`src/rtl/asram_wr_pkg.sv`:
```
`timescale 1ns/100ps
package asram_wr_pkg;

  typedef enum logic [2:0] {
    ST_IDLE    = 3'd0,
    ST_SETUP   = 3'd1,
    ST_STROBE  = 3'd2,
    ST_DRIVE   = 3'd3,
    ST_END     = 3'd4,
    ST_RECOVER = 3'd5
  } wr_state_e;

  typedef enum logic [2:0] {
    LIM_CYCLE,
    LIM_SEL,
    LIM_ADDR,
    LIM_LANE,
    LIM_WE_PULSE,
    LIM_DATA_SETUP,
    LIM_OUT_HIZ
  } limit_e;

  // Nanosecond limit for a grade (slow=1 is the 55 ns grade)
  function automatic int limit_ns(input bit slow, input limit_e k);
    int v;
    case (k)
      LIM_CYCLE:      v = slow ? 55 : 45;
      LIM_SEL:        v = slow ? 45 : 35;
      LIM_ADDR:       v = slow ? 45 : 35;
      LIM_LANE:       v = slow ? 45 : 35;
      LIM_WE_PULSE:   v = slow ? 40 : 35;
      LIM_DATA_SETUP: v = slow ? 25 : 20;
      default:        v = 20;
    endcase
    return v;
  endfunction

  function automatic int to_cycles(input int ns, input int period);
    int c;
    c = (ns + period - 1) / period;
    if (c < 1) c = 1;
    return c;
  endfunction

  function automatic int imax(input int a, input int b);
    return (a > b) ? a : b;
  endfunction

  function automatic int limit_cyc(input bit slow, input limit_e k, input int period);
    return to_cycles(limit_ns(slow, k), period);
  endfunction

endpackage

```
`src/rtl/asram_wr_interval.sv`:
```
`timescale 1ns/100ps
module asram_wr_interval #(
  parameter int W = 3
) (
  input  logic         clk,
  input  logic         rst,
  input  logic         load_i,
  input  logic [W-1:0] value_i,
  output logic         expired_o
);

  logic [W-1:0] cnt_q;

  always_ff @(posedge clk) begin
    if (rst) begin
      cnt_q <= '0;
    end else if (load_i) begin
      cnt_q <= value_i;
    end else if (cnt_q != '0) begin
      cnt_q <= cnt_q - 1'b1;
    end
  end

  assign expired_o = (cnt_q == '0);

endmodule

```
`src/rtl/asram_wr_fsm.sv`:
```
`timescale 1ns/100ps
module asram_wr_fsm
  import asram_wr_pkg::*;
#(
  parameter int CNT_W       = 3,
  parameter int STROBE_LEN  = 4,
  parameter int DRIVE_LEN   = 4,
  parameter int RECOVER_LEN = 1
) (
  input  logic      clk,
  input  logic      rst,
  input  logic      start_i,
  input  logic      skip_i,
  output wr_state_e next_o,
  output logic      ready_o,
  output logic      done_o
);

  localparam logic [CNT_W-1:0] STROBE_LD  = CNT_W'(STROBE_LEN - 1);
  localparam logic [CNT_W-1:0] DRIVE_LD   = CNT_W'(DRIVE_LEN - 1);
  localparam logic [CNT_W-1:0] RECOVER_LD = CNT_W'(RECOVER_LEN - 1);

  wr_state_e        state_q;
  wr_state_e        next_s;
  logic             load;
  logic [CNT_W-1:0] load_val;
  logic             expired;

  asram_wr_interval #(.W(CNT_W)) u_interval (
    .clk      (clk),
    .rst      (rst),
    .load_i   (load),
    .value_i  (load_val),
    .expired_o(expired)
  );

  always_comb begin
    next_s   = state_q;
    load     = 1'b0;
    load_val = '0;
    unique case (state_q)
      ST_IDLE: begin
        if (start_i) begin
          next_s = ST_SETUP;
          load   = 1'b1;
        end
      end
      ST_SETUP: begin
        if (expired) begin
          next_s   = ST_STROBE;
          load     = 1'b1;
          load_val = STROBE_LD;
        end
      end
      ST_STROBE: begin
        if (expired) begin
          next_s   = ST_DRIVE;
          load     = 1'b1;
          load_val = DRIVE_LD;
        end
      end
      ST_DRIVE: begin
        if (expired) begin
          next_s = ST_END;
          load   = 1'b1;
        end
      end
      ST_END: begin
        if (expired) begin
          next_s   = ST_RECOVER;
          load     = 1'b1;
          load_val = RECOVER_LD;
        end
      end
      ST_RECOVER: begin
        if (expired) next_s = ST_IDLE;
      end
      default: next_s = ST_IDLE;
    endcase
  end

  always_ff @(posedge clk) begin
    if (rst) begin
      state_q <= ST_IDLE;
      ready_o <= 1'b1;
      done_o  <= 1'b0;
    end else begin
      state_q <= next_s;
      ready_o <= (next_s == ST_IDLE);
      done_o  <= skip_i || ((state_q == ST_RECOVER) && expired);
    end
  end

  assign next_o = next_s;

  // leaving the pad interval yields done with ready back high
  p_done_after_pad_r8: assert property (@(posedge clk) disable iff (rst)
    (state_q == ST_RECOVER && expired) |=> (done_o && ready_o && state_q == ST_IDLE));

  // the strobe-only interval is never entered from anything but setup
  p_strobe_entry_r5: assert property (@(posedge clk) disable iff (rst)
    (state_q == ST_STROBE && $past(state_q) != ST_STROBE) |-> $past(state_q) == ST_SETUP);

endmodule

```
`src/rtl/asram_wr_pins.sv`:
```
`timescale 1ns/100ps
module asram_wr_pins
  import asram_wr_pkg::*;
#(
  parameter int ADDR_W = 16,
  parameter int DATA_W = 16
) (
  input  logic              clk,
  input  logic              rst,
  input  logic              start_i,
  input  logic [ADDR_W-1:0] req_addr_i,
  input  logic [DATA_W-1:0] req_data_i,
  input  logic [1:0]        req_be_i,
  input  wr_state_e         next_i,
  output logic              mem_sel_n,
  output logic              mem_sel2,
  output logic              mem_we_n,
  output logic              mem_lo_n,
  output logic              mem_hi_n,
  output logic [ADDR_W-1:0] mem_addr,
  output logic [DATA_W-1:0] mem_dout,
  output logic              mem_dout_oe
);

  logic [1:0] be_q;
  logic [1:0] lane_be;
  logic       sel_on, sel2_on, we_on, lane_on, oe_on;

  assign lane_be = start_i ? req_be_i : be_q;

  always_comb begin
    sel_on  = next_i inside {ST_SETUP, ST_STROBE, ST_DRIVE};
    sel2_on = next_i inside {ST_SETUP, ST_STROBE, ST_DRIVE, ST_END};
    lane_on = sel2_on;
    we_on   = next_i inside {ST_STROBE, ST_DRIVE, ST_END};
    oe_on   = next_i inside {ST_DRIVE, ST_END};
  end

  always_ff @(posedge clk) begin
    if (rst) begin
      be_q        <= '0;
      mem_addr    <= '0;
      mem_dout    <= '0;
      mem_sel_n   <= 1'b1;
      mem_sel2    <= 1'b0;
      mem_we_n    <= 1'b1;
      mem_lo_n    <= 1'b1;
      mem_hi_n    <= 1'b1;
      mem_dout_oe <= 1'b0;
    end else begin
      if (start_i) begin
        be_q     <= req_be_i;
        mem_addr <= req_addr_i;
        mem_dout <= req_data_i;
      end
      mem_sel_n   <= !sel_on;
      mem_sel2    <= sel2_on;
      mem_we_n    <= !we_on;
      mem_lo_n    <= !(lane_on && lane_be[0]);
      mem_hi_n    <= !(lane_on && lane_be[1]);
      mem_dout_oe <= oe_on;
    end
  end

  // write enable low only inside a qualified window
  p_we_window_r2: assert property (@(posedge clk) disable iff (rst)
    !mem_we_n |-> (mem_sel2 && !(mem_lo_n && mem_hi_n)));

  // primary select rise is the terminating edge, all else held
  p_term_edge_r4: assert property (@(posedge clk) disable iff (rst)
    $rose(mem_sel_n) |-> (!mem_we_n && mem_dout_oe && mem_sel2 && $stable(mem_addr)));

  // data drivers only turn on after write enable is already low
  p_we_before_data_r5: assert property (@(posedge clk) disable iff (rst)
    $rose(mem_dout_oe) |-> $past(!mem_we_n));

endmodule

```
`src/rtl/asram_write_seq.sv`:
```
`timescale 1ns/100ps
module asram_write_seq
  import asram_wr_pkg::*;
#(
  parameter int ADDR_W        = 16,
  parameter int LANE_W        = 8,
  parameter int CLK_PERIOD_NS = 5,
  parameter bit SLOW_GRADE    = 1'b0
) (
  input  logic                  clk,
  input  logic                  rst,
  input  logic                  req_valid,
  output logic                  req_ready,
  input  logic [ADDR_W-1:0]     req_addr,
  input  logic [2*LANE_W-1:0]   req_data,
  input  logic [1:0]            req_be,
  output logic                  wr_done,
  output logic                  mem_sel_n,
  output logic                  mem_sel2,
  output logic                  mem_we_n,
  output logic                  mem_lo_n,
  output logic                  mem_hi_n,
  output logic [ADDR_W-1:0]     mem_addr,
  output logic [2*LANE_W-1:0]   mem_dout,
  output logic                  mem_dout_oe
);

  localparam int DATA_W = 2 * LANE_W;
  localparam int N_WC   = limit_cyc(SLOW_GRADE, LIM_CYCLE, CLK_PERIOD_NS);
  localparam int N_SEL  = limit_cyc(SLOW_GRADE, LIM_SEL, CLK_PERIOD_NS);
  localparam int N_ADR  = limit_cyc(SLOW_GRADE, LIM_ADDR, CLK_PERIOD_NS);
  localparam int N_LANE = limit_cyc(SLOW_GRADE, LIM_LANE, CLK_PERIOD_NS);
  localparam int N_PWE  = limit_cyc(SLOW_GRADE, LIM_WE_PULSE, CLK_PERIOD_NS);
  localparam int N_SD   = limit_cyc(SLOW_GRADE, LIM_DATA_SETUP, CLK_PERIOD_NS);
  localparam int N_HZ   = limit_cyc(SLOW_GRADE, LIM_OUT_HIZ, CLK_PERIOD_NS);
  localparam int N_PRE  = imax(N_SEL, imax(N_ADR, N_LANE));
  localparam int N_DRV  = imax(imax(N_SD, N_PWE - N_HZ), imax(N_PRE - 1 - N_HZ, 1));
  localparam int N_REC  = imax(1, N_WC - (N_HZ + N_DRV + 2));
  localparam int N_MAX  = imax(N_HZ, imax(N_DRV, N_REC));
  localparam int CNT_W  = $clog2(N_MAX + 1);

  logic      accept, any_lane, start, skip;
  wr_state_e next_st;

  assign accept   = req_valid && req_ready;
  assign any_lane = |req_be;
  assign start    = accept && any_lane;
  assign skip     = accept && !any_lane;

  asram_wr_fsm #(
    .CNT_W      (CNT_W),
    .STROBE_LEN (N_HZ),
    .DRIVE_LEN  (N_DRV),
    .RECOVER_LEN(N_REC)
  ) u_fsm (
    .clk    (clk),
    .rst    (rst),
    .start_i(start),
    .skip_i (skip),
    .next_o (next_st),
    .ready_o(req_ready),
    .done_o (wr_done)
  );

  asram_wr_pins #(
    .ADDR_W(ADDR_W),
    .DATA_W(DATA_W)
  ) u_pins (
    .clk        (clk),
    .rst        (rst),
    .start_i    (start),
    .req_addr_i (req_addr),
    .req_data_i (req_data),
    .req_be_i   (req_be),
    .next_i     (next_st),
    .mem_sel_n  (mem_sel_n),
    .mem_sel2   (mem_sel2),
    .mem_we_n   (mem_we_n),
    .mem_lo_n   (mem_lo_n),
    .mem_hi_n   (mem_hi_n),
    .mem_addr   (mem_addr),
    .mem_dout   (mem_dout),
    .mem_dout_oe(mem_dout_oe)
  );

  // an accepted write drops ready and opens the select next cycle
  p_accept_busy_r10: assert property (@(posedge clk) disable iff (rst)
    start |=> (!mem_sel_n && !req_ready));

  // a request with no lanes completes at once with an idle bus
  p_zero_lanes_r9: assert property (@(posedge clk) disable iff (rst)
    skip |=> (wr_done && mem_sel_n && mem_we_n && req_ready));

endmodule

```
`config.mk`:
```
export PLATFORM = sky130hd
export DESIGN_NAME = asram_write_seq
export DESIGN_NICKNAME = d
export VERILOG_FILES = /design/src/rtl/asram_wr_pkg.sv /design/src/rtl/asram_wr_interval.sv /design/src/rtl/asram_wr_fsm.sv /design/src/rtl/asram_wr_pins.sv /design/src/rtl/asram_write_seq.sv
export SDC_FILE = /design/constraint.sdc
export NUM_CORES = 1
export LEC_CHECK = 0
export BUFFER_PORTS_ARGS = -buffer_cell sky130_fd_sc_hd__buf_2
export CELL_PAD_IN_SITES_DETAIL_PLACEMENT = 1
export CELL_PAD_IN_SITES_GLOBAL_PLACEMENT = 1
export CORE_AREA = 2 2 78 80
export DETAILED_ROUTE_END_ITERATION = 16
export DIE_AREA = 0 0 80 82
export PLACE_DENSITY = 0.82
export SLEW_MARGIN = 20
export SYNTH_ARGS = -nofsm -noshare
export SYNTH_HDL_FRONTEND = slang
export SYNTH_SLANG_ARGS = --single-unit
export TNS_END_PERCENT = 50
```
`constraint.sdc`:
```
create_clock -name clk -period 1.9 [get_ports clk]
set_clock_uncertainty 0.2 [all_clocks]
set_input_delay 0.19 -clock clk [delete_from_list [all_inputs] [get_ports clk]]
set_output_delay 0.19 -clock clk [all_outputs]
set_load 0.02 [all_outputs]
```
Word level (Yosys, flattened, before mapping):

Cells that the tools add are included.
Widths: inputs -> output; s select.

* memory bits (writable): 0
* logic and storage cells: 62
* bits in read-only memories: 0
* output and inout bits: 40
* flip-flop bits (word level): 48
* bits of input ports: 37
* bits in latches: 0
* memories kept: 0

* reduce and logical (&&, ||, !) cells: 24
* $lt $le $gt $ge: 0
* div/mod/pow operators: 0
* equal/unequal tests: 9
* muxes and demuxes: 15
* multipliers: 0
* bitwise operators: 0
* $add $sub $neg: 1
* shift operators: 0

Operator list (count)
* $mux 3: 9
* $pmux 3 s6: 1
* $eq 3x2->1 const B: 4
* $eq 3x3->1 const B: 3
* $logic_not 3->1: 3
* $reduce_bool 3->1: 3
* $eq 3x1->1 const B: 2
* $logic_and 1x1->1: 6
* $logic_not 1->1: 5
* $mux 2: 2
* $reduce_bool 2->1: 2
* $reduce_bool 4->1: 1
* $reduce_or 2->1: 2
* $reduce_or 4->1: 1
* $sub 3x1->3 const B: 1
* $mux 1: 2
* $pmux 1 s2: 1
* $logic_or 1x1->1: 1

Depth between registers and ports, before layout:

Gate-level depths: netlist (run 1).

* depth in word-level cells: 8
* mapped depth: 7
* mapped depth without buffers: 6

By module:

From an unflattened synthesis (run 1), not the netlist that was laid out.

* cell total of the unflattened synthesis: 186
* area total of the unflattened synthesis: 1901.8 sq um

Modules (own cells, without submodules)
* asram_wr_pins: seq. area each 800.8 sq um, area an instance 1388.8 sq um, cells each 128, times used 1
* asram_wr_fsm: seq. area each 100.1 sq um, area an instance 284.0 sq um, cells each 34, times used 1
* asram_wr_interval: seq. area each 60.1 sq um, area an instance 206.4 sq um, cells each 22, times used 1
* asram_write_seq: seq. area each 0.0 sq um, area an instance 22.5 sq um, cells each 2, times used 1

Worst setup path after synthesis (run 1):

Ideal clock, no wire load.

* kind: reg-to-reg
* from: register u_fsm.u_interval.cnt_q[0]
* to: register u_pins.mem_sel2
* required time: 1580 ps
* period minus slack after synthesis: 1627 ps
* path slack: 273 ps
* cell stages (with the launch flop): 8
* setup time: 120 ps
* buffers on the path: 1
* arrival: 1307 ps
* cell sequence: dfxtp_1 > inv_1 > ha_1 > nor2b_1 > buf_2 > and2_2 > a21oi_2 > or2_1

* cells in the longest elaborated chain, start to end: 5
* elaborated cells between the ends (all ways): 12
* those cells by class: 4 x eq/ne; 6 x mux; 2 x reduce/logical

Ends and longest elaborated chain
* start, declared: RTL line asram_wr_interval.sv:12 `logic [W-1:0] cnt_q;`
* start signal, assigned: RTL line asram_wr_interval.sv:18 `cnt_q <= value_i;`
* start signal, assigned: RTL line asram_wr_interval.sv:20 `cnt_q <= cnt_q - 1'b1;`
* $logic_not 3->1 (*): RTL line asram_wr_interval.sv:24 `assign expired_o = (cnt_q == '0);`
* $mux 3, on equally long branches
* $pmux 3 s6 (*): RTL line asram_wr_fsm.sv:41 `unique case (state_q)`
* $eq 3x1->1, or another cell as far along: RTL line asram_wr_pins.sv:33 `sel2_on = next_i inside {ST_SETUP, ST_STROBE, ST_DRIVE, ST_END};`
* $reduce_bool 4->1 (*): RTL line asram_wr_pins.sv:33
* end signal, assigned: RTL line asram_wr_pins.sv:57 `mem_sel2 <= sel2_on;`
* end, declared: RTL line asram_wr_pins.sv:16 `output logic mem_sel2,`

Every way passes the cells marked *; elsewhere a longest branch is shown, timed or not.
A chain may end at the register's enable or synchronous reset.

Worst setup path after layout (run 1):

Same ends and word-level chain as after synthesis.

==> flow_metrics.env, run 1 <==
export IMPL_outcome="finished, final reports clean"
export IMPL_grt_util_met1=0.194
export IMPL_clock_path_buffers=2
export IMPL_multi_input_area_um2=768
export IMPL_synth_distinct_cells=30
export IMPL_clk_pin_slew_ns=0.08
export IMPL_slew_headroom=0.729
export IMPL_postCtsSetupBuffers=0
export IMPL_clk_latency_ns=0.30
export IMPL_track_usage=0.171
export IMPL_cts_tree="yes"
export IMPL_io_buffers=76
export IMPL_netlist_area_um2=1820
export IMPL_syn_area_per_cell_um2=8.30
export IMPL_slew_viol_final=0
export IMPL_num_rows=28
export IMPL_synth_simple_area_share=0.200
export IMPL_hold_slack_ns=0.00831
export IMPL_irDropWorstVdd_mv=0.589
export IMPL_use_met3=0.0440
export IMPL_fmax_ghz=0.562
export IMPL_hold_viol_final=0
export IMPL_worstSetupPathType="reg2reg"
export IMPL_busiest_layer="met2"
export IMPL_drt_total_wl_um=5430
export IMPL_hp_class="in2reg"
export IMPL_hpwlAfterDp_um=3570
export IMPL_crit_arrival_ns=1.77
export IMPL_antenna_found_initial=0
export IMPL_grt_max_degree=33
export IMPL_max_stage_delay_ns=0.31
export IMPL_path_cells="inv_1, ha_1, nor2b_2, and2_2, a21oi_2, or2_1"
export IMPL_synth_nets=258
export IMPL_first_pass_iters=4
export IMPL_cts_max_level=2
export IMPL_via_per_inst=4.64
export IMPL_synth_warnings=0
export IMPL_swShare=0.360
export IMPL_cp_required_ns=1.89
export IMPL_start_kind="flop"
export IMPL_tightestPinTransition_ns=0.405
export IMPL_antennaDiodeCount=0
export IMPL_synth_fa_ha_area_frac=0.0138
export IMPL_setup_slack_ns=0.121
export IMPL_reg2reg_depth=6
export IMPL_synth_xor_area_frac=0.0193
export IMPL_rsz0062_at_grt="false"
export IMPL_power_density_nw_per_um2=1170
export IMPL_core_um2=5750
export IMPL_seq_area_um2=961
export IMPL_overflow=0
export IMPL_drive_above_1_share=0.297
export IMPL_cts_sinks=48
export IMPL_area_growth_pct=48.2
export IMPL_nets=365
export IMPL_pre_cts_slack_ns=0.0377
export IMPL_synthMuxAreaShare=0
export IMPL_drc=0
export IMPL_p_int_uw=2020
export IMPL_cap_violations=0
export IMPL_placed_cells=362
export IMPL_cts_inserted_buffers=5
export IMPL_wl_per_cell_um=13.5
export IMPL_grtUsageMet2=0.308
export IMPL_cts_root_buffer="clkbuf_8"
export IMPL_place_congestion=0.763
export IMPL_tns_ns=0
export IMPL_antenna_left=0
export IMPL_drt_iter0_drc=71
export IMPL_initial_core_util=0.316
export IMPL_p_comb_frac=0.353
export IMPL_critPathCaptureType="flop"
export IMPL_synth_top_family_by_area="simple AND/OR/NAND/NOR gates"
export IMPL_die_area_um2=6560
export IMPL_vias=1864
export IMPL_fill_cells=704
export IMPL_fp_dieW_um=80
export IMPL_fin_crit_ns=1.78
export IMPL_yosysSeqAreaShare=0.529
export IMPL_syn_inst=219
export IMPL_hold_depth=2
export IMPL_grt_pass1_vias=1877
export IMPL_slowest_stage="dfxtp_1"
export IMPL_critPathMaxFanout=5
export IMPL_setup_viol=0
export IMPL_grt_pass1_wl_um=8600
export IMPL_die_h_um=82
export IMPL_synth_compound_area_frac=0.189
export IMPL_min_period_over_period=0.936
export IMPL_p_sw_uw=1140
export IMPL_ys_ff_latch=48
export IMPL_post_layout_nonfiller_instances=402
export IMPL_leakage_uw=0.00120
export IMPL_power_frac_clock=0.230
export IMPL_seq_power_share=0.417
export IMPL_num_io_pins=77
[routing by layer]
layer  wire, um  part of all wire
met5          0                 0
met4         78             0.014
met3        271             0.050
met2       2750              0.51
met1       2330              0.43
[kinds of logic after synthesis]
| kind of cell | count (synthesis) |
|---|---|
| and+or+nand+nor | 89 |
| DFF | 48 |
| xor gates and xnor gates | 4 |
| AOI/OAI and AO/OA | 57 |
| buffers and inverters | 19 |
| adders and majority gates | 2 |
[power groups by stage]
stage	Clock, uW	Sequential [uW]	Combinational [uW]
floorplan	0	1440	641
global placement	0	1330	1020
detailed placement	0	1340	1070
CTS	759	1320	1120
global route	799	1340	1250
finish	727	1320	1110
[cell usage after synthesis, drive strengths merged]
| cell | n | share of area |
|---|---|---|
| a2111oi | 1 | 0.0083 |
| a211o | 1 | 0.0048 |
| a21oi | 39 | 0.11 |
| a22oi | 2 | 0.011 |
| a31oi | 2 | 0.0069 |
| a32oi | 1 | 0.0048 |
| and2 | 1 | 0.0041 |
| buf | 11 | 0.034 |
| clkbuf | 3 | 0.0062 |
| dfxtp | 48 | 0.53 |
| ha | 2 | 0.014 |
| inv | 5 | 0.010 |
| nand2 | 68 | 0.14 |
| nand2b | 2 | 0.0069 |
| nand3 | 3 | 0.0083 |
| nor2 | 9 | 0.020 |
| nor2b | 2 | 0.0069 |
| nor3 | 2 | 0.0055 |
| o211a | 1 | 0.0055 |
| o211ai | 1 | 0.012 |
| o21ai | 8 | 0.022 |
| o21bai | 1 | 0.0041 |
| or2 | 1 | 0.0034 |
| or4 | 1 | 0.0041 |
| xnor2 | 4 | 0.019 |
[layout by cell type (no fill, tap or decap), types with 4 or more instances in the layout]
cell type and instances:
a21oi_1 38, buf_2 76, buf_4 6, clkbuf_8 5, dfxtp_1 48, dlygate4sd3_1 32, inv_1 5, nand2_1 68
nor2_1 8, o21ai_1 6, xnor2_1 4
[per-stage QoR]
stage / total power, uW / area [um^2] / util
CTS: 3200 / 2690 / 0.469
detailed placement: 2400 / 2260 / 0.394
floorplan: 2080 / 1820 / -
finish: 3160 / 2700 / 0.469
global placement: 2350 / 2260 / 0.394
global route: 3390 / 2700 / 0.469
[critical path: cells and delay by family (launching register included)]
family,cells,cell delay (ns)
AO/OA/AOI/OAI,1,0.10
flip-flops,1,0.31
adder cells (fa/ha/maj),1,0.20
AND/OR/NAND/NOR,3,0.76
buffers and inverters,1,0.11
[state kept, by name, summed over array words and instances (netlist names), 2 cells and up]
name,flops
u_pins.be_q,2
u_pins.mem_addr,16
u_fsm.state_q,3
u_fsm.u_interval.cnt_q,3
u_pins.mem_dout,16
[layout make-up]
cell class / count / share of cell area
sequential: 48 / 0.357
timing repair buffer: 114 / 0.277
inverter: 5 / 0.00696
multi-input combinational: 152 / 0.285
clock buffer: 6 / 0.0269
tap: 75 / 0.0348
clock inverter: 2 / 0.0130
[what timing repair did]
item,in CTS,in global routing
gates resized for setup,0,1
endpoints found under the hold margin,32,0
setup endpoints to repair,0,3
hold buffers,32,0
[path summary, 6_finish.rpt]
| check | slack (ns) | end | from |
|---|---|---|---|
| min | 0.008 | u_fsm.state_q[1]$_SDFF_PP0_ | rst |
| min reg2reg | 0.26 | u_pins.mem_dout[10]$_SDFFE_PP0P_ | u_pins.mem_dout[10]$_SDFFE_PP0P_ |
| max reg2reg | 0.12 | u_pins.mem_sel2$_SDFF_PP0_ | u_fsm.u_interval.cnt_q[0]$_SDFFE_PP0P_ |
| max | 0.12 | u_pins.mem_sel2$_SDFF_PP0_ | u_fsm.u_interval.cnt_q[0]$_SDFFE_PP0P_ |
Power figures use the tool's default switching activity.
==> run 2, diff against run 1 <==
CORE_AREA = 2 2 77 79   (was 2 2 78 80)
DIE_AREA = 0 0 79 81   (was 0 0 80 82)
PLACE_DENSITY = 0.83   (was 0.82)
SYNTH_HIERARCHICAL = 1   (was default)
clock period = 1.8 ns   (was 1.9 ns; I/O delays follow)
==> flow_metrics.env, run 2 <==
export IMPL_drt_iter0_drc=50
export IMPL_seq_area_um2=963
export IMPL_nets=358
export IMPL_hp_class="in2reg"
export IMPL_final_cell_mix="buf_2 (76), dfxtp_1 (46), nor2_1 (38)"
export IMPL_grt_pass1_wl_um=8840
export IMPL_async_flop_share=0
export IMPL_fill_cells=654
export IMPL_drive_above_1_share=0.425
export IMPL_outcome="complete, but fails checks"
export IMPL_antenna_left=0
export IMPL_clk_latency_ns=0.29
export IMPL_utilization=0.549
export IMPL_syn_inst=186
export IMPL_die_h_um=81
export IMPL_synth_distinct_cells=40
export IMPL_syn_area_per_cell_um2=10.2
export IMPL_hpwlAfterDp_um=3600
export IMPL_core_um2=5680
export IMPL_synthFlopType="dfxtp_1"
export IMPL_area_growth_pct=63.8
export IMPL_crit_arrival_ns=2.13
export IMPL_overflow=0
export IMPL_mostFrequentLayoutCell="buf_2"
export IMPL_fp_dieW_um=79
export IMPL_setup_slack_ns=-0.354
export IMPL_cts_root_buffer="clkbuf_8"
export IMPL_irDropWorstVdd_mv=0.685
export IMPL_drt_total_wl_um=5700
export IMPL_post_layout_nonfiller_instances=395
export IMPL_multi_input_area_um2=988
export IMPL_cts_max_level=2
export IMPL_leakage_uw=0.00146
export IMPL_die_area_um2=6400
export IMPL_cts_tree="yes"
export IMPL_track_usage=0.178
export IMPL_clk_pin_slew_ns=0.08
export IMPL_yosysSeqAreaShare=0.505
export IMPL_placed_cells=350
export IMPL_hold_slack_ns=-0.00354
export IMPL_start_kind="flop"
export IMPL_rsz0062_at_grt="true"
export IMPL_cap_violations=0
export IMPL_reg2reg_slack_ns=-0.35
export IMPL_critPathCaptureType="flop"
export IMPL_initial_core_util=0.335
export IMPL_power_density_nw_per_um2=1270
export IMPL_num_io_pins=77
export IMPL_cp_required_ns=1.78
export IMPL_synthMostInstantiatedCell="dfxtp_1"
export IMPL_synth_edf_count=0
export IMPL_setup_viol=10
export IMPL_num_rows=28
export IMPL_slew_viol_final=0
export IMPL_critPathMaxFanout=7
export IMPL_pre_cts_slack_ns=-0.400
export IMPL_drc=0
export IMPL_biggestRegsByFlops="u_pins/mem_addr (16), u_pins/mem_dout (16)"
export IMPL_vias=1814
export IMPL_antennaDiodeCount=0
export IMPL_synth_top_cell_by_area="dfxtp_1"
export IMPL_cts_sinks=48
export IMPL_io_buffers=76
export IMPL_fmax_ghz=0.464
export IMPL_worstSetupPathType="reg2reg"
export IMPL_fin_crit_ns=2.15
export IMPL_tns_ns=-1.63
export IMPL_synth_area_leaders="dfxtp_1 (51%), mux2i_1 (18%), nor2_1 (7.9%), nor2b_1 (2.6%), ha_1 (1.3%)"
export IMPL_wl_per_cell_um=14.4
export IMPL_synth_top_area_share=0.505
export IMPL_total_power_uw=3940
export IMPL_grt_pass1_vias=1889
export IMPL_place_congestion=0.760
export IMPL_min_period_over_period=1.20
export IMPL_failed_checks="hold timing, setup timing"
export IMPL_hold_viol_final=1
export IMPL_synth_common_cells="dfxtp_1 (48), nor2_1 (40), mux2i_1 (35), nor2b_1 (8), inv_1 (5)"
export IMPL_antenna_found_initial=0
export IMPL_cts_inserted_buffers=5
export IMPL_synth_nets=225
export IMPL_clock_path_buffers=2
export IMPL_synth_warnings=6
export IMPL_netlist_area_um2=1900
export IMPL_via_per_inst=4.59
export IMPL_ys_ff_latch=48
export IMPL_first_pass_iters=4
export IMPL_grt_max_degree=24
## run 2: changes by cell type in the layout (fill, tap and decap cells not counted), sizes merged, moves of 6 or more
cell	change
nand2	-65
buf	+21
nor2	+31
a21oi	-37
nor2b	+6
mux2i	+35
o21ai	-7
## run 2: where the power goes
part	internal, uW	total, uW	leakage, uW	switching [uW]
Sequential	1240	1340	0.000395	109
Clock	412	754	0.0000552	342
Combinational	920	1840	0.00101	925
## run 2: path summary, 6_finish.rpt
path         cells past startpoint                                    from                              end
max                              8  u_fsm/u_interval/cnt_q[0]$_SDFFE_PP0P_       u_pins/mem_lo_n$_SDFF_PP1_
min                              3                               req_be[0]        u_pins/be_q[0]$_SDFF_PP0_
max reg2reg                      8  u_fsm/u_interval/cnt_q[0]$_SDFFE_PP0P_       u_pins/mem_lo_n$_SDFF_PP1_
min reg2reg                      2         u_pins/mem_dout[1]$_SDFFE_PP0P_  u_pins/mem_dout[1]$_SDFFE_PP0P_
## run 2: routing by layer
layer	GRT usage	vias up	share of wire
met3	0.0378	6	0.042
met2	0.354	56	0.55
met1	0.194	861	0.40
met4	0.0328	0	0.0067
li1	-	891	-
met5	0	-	0
## run 2: logic make-up after synthesis
logic type               synth area share
flip-flops                          0.505
XOR/XNOR                          0.00921
AND/OR/NAND/NOR                     0.180
multiplexers                        0.184
other                             0.00197
adder cells (fa/ha/maj)            0.0132
AO/OA/AOI/OAI                      0.0664
buffers and inverters              0.0401
## run 2: what timing repair did
item	CTS	global route
setup buffers	2	2
pin swaps	5	1
hold buffers	33	0
resized for setup	10	3
endpoints found under the hold margin	36	0
setup endpoints to repair	28	23
## run 2: critical path, cell delays in order (launching register included)
cell	delay, ns
dfxtp_2	0.34
inv_2	0.05
ha_4	0.17
nand2b_4	0.09
inv_6	0.06
a22o_4	0.25
a2111oi_4	0.30
nor3_4	0.06
or4_1	0.51
## run 2: stage by stage
stage	cell area (um^2)	hold slack (ns)
global placement	2590	0.213
global route	3110	0.0326
floorplan	2000	0.0479
detailed placement	2590	0.226
CTS	3080	0.00680
finish	3110	-0.00354
## run 2: layout make-up
type,count,area share
timing repair buffer,136,0.301
inverter,5,0.00763
clock inverter,2,0.0112
sequential,48,0.309
clock buffer,6,0.0233
tap,75,0.0301
multi-input combinational,123,0.317
